### config.mk
export PLATFORM = sky130hd
export DESIGN_NAME = sync_serial_xcvr
export DESIGN_NICKNAME = d
export VERILOG_FILES = /design/src/rtl/ssx_pkg.sv /design/src/rtl/ssx_baud.sv /design/src/rtl/ssx_shifter.sv /design/src/rtl/ssx_regs.sv /design/src/rtl/sync_serial_xcvr.sv
export SDC_FILE = /design/constraint.sdc
export NUM_CORES = 1
export LEC_CHECK = 0
export BUFFER_PORTS_ARGS = -buffer_cell sky130_fd_sc_hd__buf_2
export CORE_ASPECT_RATIO = 2
export CORE_UTILIZATION = 30
export DETAILED_ROUTE_END_ITERATION = 10
export PLACE_DENSITY = 0.47
export RECOVER_POWER = 50
export SLEW_MARGIN = 15
export SYNTH_ARGS = -nofsm -noshare
export SYNTH_HDL_FRONTEND = slang
export SYNTH_HIERARCHICAL = 1
export SYNTH_SLANG_ARGS = --single-unit
### constraint.sdc
create_clock -name clk -period 6.6 [get_ports clk]
set_clock_uncertainty 0.1 [all_clocks]
set_input_delay 0.99 -clock clk [delete_from_list [all_inputs] [get_ports clk]]
set_output_delay 0.99 -clock clk [all_outputs]
set_load 0.01 [all_outputs]
### src/rtl/ssx_pkg.sv
package ssx_pkg;
    localparam logic [1:0] A_CTRL = 2'd0;
    localparam logic [1:0] A_DIV  = 2'd1;
    localparam logic [1:0] A_DATA = 2'd2;
    localparam logic [1:0] A_STAT = 2'd3;

    localparam int unsigned ST_TDRE = 0;
    localparam int unsigned ST_RDRF = 1;
    localparam int unsigned ST_ORER = 2;
    localparam int unsigned ST_TEND = 3;
    localparam int unsigned ST_W    = 4;

    typedef struct packed {
        logic tend;
        logic orer;
        logic rdrf;
        logic tdre;
    } stat_t;
endpackage

### src/rtl/ssx_baud.sv
module ssx_baud #(
    parameter int unsigned DIV_W = 4
) (
    input  logic             clk,
    input  logic             rst_n,
    input  logic             run,
    input  logic [DIV_W-1:0] div,
    output logic             tick
);
    typedef struct packed {
        logic [DIV_W-1:0] cnt;
    } baud_t;

    baud_t s_q, s_d;

    // half-period counter: counts 0..div while the shifter runs
    always_comb begin
        s_d = s_q;
        if (!run) begin
            s_d.cnt = '0;
        end else if (s_q.cnt == div) begin
            s_d.cnt = '0;
        end else begin
            s_d.cnt = s_q.cnt + 1'b1;
        end
    end

    assign tick = run && (s_q.cnt == div);

    always_ff @(posedge clk or negedge rst_n) begin
        if (!rst_n) s_q <= '0;
        else        s_q <= s_d;
    end
endmodule

### src/rtl/ssx_shifter.sv
module ssx_shifter #(
    parameter int unsigned DATA_W = 8
) (
    input  logic              clk,
    input  logic              rst_n,
    input  logic              tick,
    input  logic              can_start,
    input  logic [DATA_W-1:0] tx_word,
    input  logic              sdi,
    input  logic              tx_en,
    output logic              sck,
    output logic              sdo,
    output logic              busy,
    output logic              load,
    output logic              rx_strobe,
    output logic [DATA_W-1:0] rx_word,
    output logic              frame_done
);
    localparam int unsigned BIT_W = (DATA_W > 1) ? $clog2(DATA_W) : 1;
    localparam logic [BIT_W-1:0] LAST_BIT = BIT_W'(DATA_W - 1);

    typedef struct packed {
        logic              busy;
        logic              sck;
        logic [DATA_W-1:0] sr;
        logic              samp;
        logic [BIT_W-1:0]  bitn;
    } shf_t;

    shf_t s_q, s_d;

    always_comb begin
        s_d        = s_q;
        load       = 1'b0;
        rx_strobe  = 1'b0;
        frame_done = 1'b0;
        rx_word    = {s_q.sr[DATA_W-2:0], sdi};
        if (!s_q.busy) begin
            if (can_start) begin
                s_d.busy = 1'b1;
                s_d.sck  = 1'b0;
                s_d.sr   = tx_word;
                s_d.bitn = '0;
                load     = 1'b1;
            end
        end else if (tick) begin
            if (!s_q.sck) begin
                // rising edge: capture the input bit
                s_d.sck  = 1'b1;
                s_d.samp = sdi;
                if (s_q.bitn == LAST_BIT) rx_strobe = 1'b1;
            end else if (s_q.bitn != LAST_BIT) begin
                // falling edge: advance to the next bit
                s_d.sck  = 1'b0;
                s_d.sr   = {s_q.sr[DATA_W-2:0], s_q.samp};
                s_d.bitn = s_q.bitn + 1'b1;
            end else if (can_start) begin
                // back-to-back frame, no idle clock
                s_d.sck  = 1'b0;
                s_d.sr   = tx_word;
                s_d.bitn = '0;
                load     = 1'b1;
            end else begin
                s_d.busy   = 1'b0;
                frame_done = 1'b1;
            end
        end
    end

    assign sck  = s_q.sck;
    assign busy = s_q.busy;
    assign sdo  = tx_en & s_q.sr[DATA_W-1];

    always_ff @(posedge clk or negedge rst_n) begin
        if (!rst_n) begin
            s_q     <= '0;
            s_q.sck <= 1'b1;
        end else begin
            s_q <= s_d;
        end
    end
endmodule

### src/rtl/ssx_regs.sv
module ssx_regs
    import ssx_pkg::*;
#(
    parameter int unsigned DATA_W = 8,
    parameter int unsigned DIV_W  = 4
) (
    input  logic              clk,
    input  logic              rst_n,
    input  logic              wr,
    input  logic              rd,
    input  logic [1:0]        addr,
    input  logic [DATA_W-1:0] wdata,
    output logic [DATA_W-1:0] rdata,
    input  logic              load,
    input  logic              rx_strobe,
    input  logic [DATA_W-1:0] rx_word,
    input  logic              frame_done,
    output logic [DATA_W-1:0] tx_word,
    output logic              can_start,
    output logic              tx_en,
    output logic              rx_en,
    output logic [DIV_W-1:0]  div,
    output logic              irq_rx,
    output logic              irq_tx,
    output stat_t             st
);
    typedef struct packed {
        logic              tx_en;
        logic              rx_en;
        logic [DIV_W-1:0]  div;
        logic [DATA_W-1:0] txbuf;
        logic [DATA_W-1:0] rxbuf;
        stat_t             st;
    } reg_t;

    reg_t s_q, s_d;

    always_comb begin
        s_d = s_q;
        // software side
        if (wr && addr == A_CTRL) begin
            s_d.tx_en = wdata[0];
            s_d.rx_en = wdata[1];
        end
        if (wr && addr == A_DIV) s_d.div = wdata[DIV_W-1:0];
        if (wr && addr == A_DATA && s_q.st.tdre) begin
            s_d.txbuf   = wdata;
            s_d.st.tdre = 1'b0;
        end
        if (wr && addr == A_STAT) begin
            s_d.st.rdrf = s_q.st.rdrf & wdata[ST_RDRF];
            s_d.st.orer = s_q.st.orer & wdata[ST_ORER];
            s_d.st.tend = s_q.st.tend & wdata[ST_TEND];
        end
        if (rd && addr == A_DATA) s_d.st.rdrf = 1'b0;
        // hardware side wins over software clears
        if (load) s_d.st.tdre = 1'b1;
        if (rx_strobe && s_q.rx_en) begin
            if (s_q.st.rdrf) begin
                s_d.st.orer = 1'b1;
            end else begin
                s_d.rxbuf   = rx_word;
                s_d.st.rdrf = 1'b1;
            end
        end
        if (frame_done && s_q.st.tdre) s_d.st.tend = 1'b1;
    end

    always_comb begin
        rdata = '0;
        unique case (addr)
            A_CTRL:  rdata[1:0]       = {s_q.rx_en, s_q.tx_en};
            A_DIV:   rdata[DIV_W-1:0] = s_q.div;
            A_DATA:  rdata            = s_q.rxbuf;
            default: rdata[ST_W-1:0]  = s_q.st;
        endcase
    end

    assign tx_word   = s_q.txbuf;
    assign can_start = !s_q.st.tdre && !s_q.st.orer && (s_q.tx_en || s_q.rx_en);
    assign tx_en     = s_q.tx_en;
    assign rx_en     = s_q.rx_en;
    assign div       = s_q.div;
    assign irq_rx    = s_q.st.rdrf & s_q.rx_en;
    assign irq_tx    = s_q.st.tdre & s_q.tx_en;
    assign st        = s_q.st;

    always_ff @(posedge clk or negedge rst_n) begin
        if (!rst_n) begin
            s_q         <= '0;
            s_q.st.tdre <= 1'b1;
        end else begin
            s_q <= s_d;
        end
    end
endmodule

### src/rtl/sync_serial_xcvr.sv
module sync_serial_xcvr
    import ssx_pkg::*;
#(
    parameter int unsigned DATA_W = 8,
    parameter int unsigned DIV_W  = 4
) (
    input  logic              clk,
    input  logic              rst_n,
    input  logic              reg_wr,
    input  logic              reg_rd,
    input  logic [1:0]        reg_addr,
    input  logic [DATA_W-1:0] reg_wdata,
    output logic [DATA_W-1:0] reg_rdata,
    output logic              sck,
    output logic              sdo,
    input  logic              sdi,
    output logic              irq_rx,
    output logic              irq_tx
);
    logic              tick, busy, load, rx_strobe, frame_done;
    logic              can_start, tx_en, rx_en;
    logic [DATA_W-1:0] tx_word, rx_word;
    logic [DIV_W-1:0]  div;
    stat_t             st;

    ssx_regs #(.DATA_W(DATA_W), .DIV_W(DIV_W)) u_regs (
        .clk(clk), .rst_n(rst_n), .wr(reg_wr), .rd(reg_rd), .addr(reg_addr),
        .wdata(reg_wdata), .rdata(reg_rdata), .load(load), .rx_strobe(rx_strobe),
        .rx_word(rx_word), .frame_done(frame_done), .tx_word(tx_word),
        .can_start(can_start), .tx_en(tx_en), .rx_en(rx_en), .div(div),
        .irq_rx(irq_rx), .irq_tx(irq_tx), .st(st)
    );

    ssx_baud #(.DIV_W(DIV_W)) u_baud (
        .clk(clk), .rst_n(rst_n), .run(busy), .div(div), .tick(tick)
    );

    ssx_shifter #(.DATA_W(DATA_W)) u_shf (
        .clk(clk), .rst_n(rst_n), .tick(tick), .can_start(can_start),
        .tx_word(tx_word), .sdi(sdi), .tx_en(tx_en), .sck(sck), .sdo(sdo),
        .busy(busy), .load(load), .rx_strobe(rx_strobe), .rx_word(rx_word),
        .frame_done(frame_done)
    );
endmodule

### Yosys cells after proc, flatten, opt, wreduce, memory -nomap -nowiden

Index checks and enable logic that the tools add are counted.

| operators by class | value |
|---|---|
| add/sub/neg operators | 2 |
| eq/ne operators | 9 |
| multiplexer cells | 41 |
| bitwise operators | 8 |
| reduce and logical (&&, ||, !) cells | 23 |

Operators by type and width:

| operator | number |
|---|---|
| $mux W1 | 24 |
| $mux W10 | 2 |
| $mux W9 | 2 |
| $mux W3 | 5 |
| $mux W14 | 1 |
| $mux W4 | 3 |
| $pmux W2 S3 | 2 |
| $logic_and A1 B1 Y1 | 11 |
| $mux W8 | 1 |
| $and A1 B1 Y1 | 6 |
| $ne A3 B3 Y1 const B | 2 |
| $reduce_and A2 Y1 | 3 |
| $reduce_bool A2 Y1 | 3 |
| $add A4 B1 Y4 const B | 1 |
| $eq A2 B2 Y1 const B | 2 |
| $eq A4 B4 Y1 | 1 |
| $ne A2 B2 Y1 const B | 2 |
| $reduce_and A4 Y1 | 1 |
| $add A3 B1 Y3 const B | 1 |
| $eq A3 B3 Y1 const B | 1 |
| $reduce_and A3 Y1 | 1 |
| $eq A2 B1 Y1 const B | 1 |
| $logic_not A1 Y1 | 2 |
| $logic_not A2 Y1 | 1 |
| other kinds (3) | 4 |

| storage, ports and cells | value |
|---|---|
| register bits after elaboration | 44 |
| input bits | 15 |
| output and inout bits | 12 |
| logic and storage cells | 98 |

### Logic depth before layout (Yosys ltp)

| logic depth | value |
|---|---|
| depth in word-level cells | 10 |
| mapped depth | 10 |
| mapped depth without buffers | 8 |

### By module

Netlist, hierarchy kept.

By module, submodules not included:

| module | times used | cells an instance | area each (µm²) |
|---|---|---|---|
| ssx_regs | 1 | 98 | 1320.0 |
| ssx_shifter | 1 | 106 | 979.7 |
| ssx_baud | 1 | 19 | 221.5 |

### Least setup slack after synthesis

OpenSTA, ideal clock, no wires.

| timing | value |
|---|---|
| path kind | input to output |
| start point | input reg_addr[1] |
| end point | output reg_rdata[2] |
| arrival | 1682 ps |
| required time | 5510 ps |
| slack | 3828 ps |
| stages | 3 |
| cells stage by stage | buf_4 mux2_2 a22o_1 |

| on the way | value |
|---|---|
| cells in the longest elaborated chain, start to end | 2 |
| elaborated cells on any way between the ends | 4 |
| those cells by class | eq/ne (2); mux (1); reduce/logical (1) |

RTL lines:

| element | line | text |
|---|---|---|
| start: declaration | sync_serial_xcvr.sv:11 | `input logic [1:0] reg_addr,` |
| $eq A2 B2 Y1 (tied with other cells) | ssx_regs.sv:71 | `unique case (addr)` |
| $pmux W2 S3 (*) | ssx_regs.sv:71 |  |
| end: declaration | sync_serial_xcvr.sv:13 | `output logic [DATA_W-1:0] reg_rdata,` |

Mark *: on every way between the ends. The rest lies on a longest branch, timed or not.

### Worst setup path in the final report

| timing | value |
|---|---|
| start point | input reg_addr[1] |
| end point | output reg_rdata[3] |

Same word-level chain as after synthesis.

==> metrics <==
number of vias in the routed layout between 1.5k and 2k; max-slew violation total from the final report 45; via count normalized by instance count 4.88; total inserted antenna cells 0; maximum number of pins on one net before global-route repair 45; layout cells sized above 1 around 30%; WP data required 5.51 ns; final routed DRC violation total 0; length of the first detailed-routing pass in iterations 4; final HPWL from detailed placement 3970 um; per-instance average area after synthesis 11.4 sq um; cell-by-cell trace of the critical path clkbuf_1, mux2_2, a22o_1, buf_2; placed cells 312; horizontal die dimension between 60 and 70 um; maximum fanout count along the critical path 11; floorplan die area 8690 sq um; worst slew slack as a fraction of its limit -60.0%; overall overflow remaining after global route 0; power density relative to cell area about 360 nW/um^2; post-route fraction of the period consumed by the critical path about 48%; global-route wire length before repair 8790 um; Floorplan Core Area 8000 sq um; unrepaired setup endpoints after global routing false; Detailed Route WL 5380 um; Critical Path Max Stage Delay roughly 0.40 ns; area of combinational cells with multiple inputs 1090 sq um; number of nets still failing antenna checks after routing 0; sequential cell area in the final layout 1100 sq um; post-cts gate resize count 0; synth warn 6; leakage dissipation 1.32 nW; CP endpoint kind primary output; post-synth net total 238; vias in the first global route 1,598; Post-Syn Instances 219; VDD IR max between 100 and 150 uV; cell area after placement approximately 2500 sq um; arrival time of data at the critical path endpoint 2.08 ns; Critical Path Source Type input port; Tightest Hold Check Type reg -> reg; clk sink count 44; clock tree from TritonCTS done; setup repair bufs after CTS 0; fmax 316 MHz; Non-Filler Instances 320; overall die height 131 um; Max Cap Viol 1; master of the slowest instance on the critical path sky130_fd_sc_hd__mux2_2; Total Nets Final 242; initial standard-cell utilization of the core between 30 and 40%; antenna violations before repair 0; row cnt 46; TritonCTS Buffers 5; top-level I/O count 27; Hold-fix buffers, CTS 0; worst path buffer plus inverter count 2; Final Hold Slack 0.399 ns; Slew @ Worst Pin between 2 and 2.5 ns; detailed router's first-iteration violation count 42; average detailed-routed wire length per instance 16.8 um; CTS H-tree lvls 2; Critical Setup Path Class in -> out; number of hold violations in the final report 0; routability-driven placement congestion ratio 0.781; layout overhead on the synthesized area 6.98%; total of endpoints with negative setup slack in the final report 0; most common cell after layout, fill and taps aside sky130_fd_sc_hd__dfrtp_1; cell depth of the worst setup path 4; Finished Cell Area 2670 sq um; Worst-Skew Late Latency 0.29 ns; Longest Clk Path Bufs 2; number of filler cells placed in the layout 830; violations in the final reports capacitance limit, slew limit; status finished, violations left; total global-route track usage 14.1%; fraction of the core area covered by cells at the end of the flow between 30% and 40%; cell area after synthesis 2490 sq um; cell at the root of the clock tree sky130_fd_sc_hd__clkbuf_16; Clk pin slew, worst setup/hold paths 0.06 ns; number of buffers added on ports 26; path depth of the worst reg2reg path 8; top library cells by usage in the layout, fill and taps aside sky130_fd_sc_hd__dfrtp_1, sky130_fd_sc_hd__buf_2, sky130_fd_sc_hd__mux2_2; number of cells on the worst hold path 1; Total Neg Setup Slack 0 ns; clock period minus worst slack roughly 3.2 ns; kind of cell with the highest combined delay on the critical path buffers and inverters
sequential cells by signal, summed over array words and instances (netlist names):
register / cells
u_regs/st: 4
u_regs/tx_word: 8
u_shf/busy: 1
u_shf/s_q: 5
u_shf/rx_word: 7
u_regs/rx_en: 1
u_baud/s_q: 4
u_shf/sck: 1
u_regs/s_q: 8
u_regs/tx_en: 1
u_regs/div: 4
worst paths after layout:
check | from | end | slack (ns)
worst max-delay path | reg_addr[1] | reg_rdata[3] | 3.43
worst min-delay path | u_regs/s_q[8] | u_regs/s_q[8] | 0.40
worst max register to register | u_regs/div[3] | u_regs/s_q[10] | 4.03
worst min register to register | u_regs/s_q[8] | u_regs/s_q[8] | 0.40
max in group asynchronous | rst_n | u_regs/s_q[9] | 3.70
min in group asynchronous | rst_n | u_baud/s_q[1] | 1.33
where the power goes:
group	internal, mW	total, mW	switching, mW
registers	0.358	0.440	0.0815
logic	0.140	0.249	0.108
clock network	0.178	0.280	0.102
layout make-up:
class	instances	area share (%)
flip-flops and latches	44	41.4
repair buffers	27	5.07
inverters	13	1.83
multi-input cells	132	41.0
well taps	96	4.51
clock inverters	2	1.31
clock buffers	6	4.84
stage by stage:
step	setup WS [ns]	total power, mW
floorplan	3.83	0.691
global placement	3.61	0.702
detailed placement	3.60	0.705
CTS	3.60	0.993
global route	3.16	1.04
finish	3.43	0.968
routing by layer:
metal	track usage [%]	share of wire [%]
met1	15.6	39
met2	25.0	55
met3	2.52	2.7
met4	7.63	2.8
met5	0	0
Note: power is estimated with default switching activity, not from simulation.
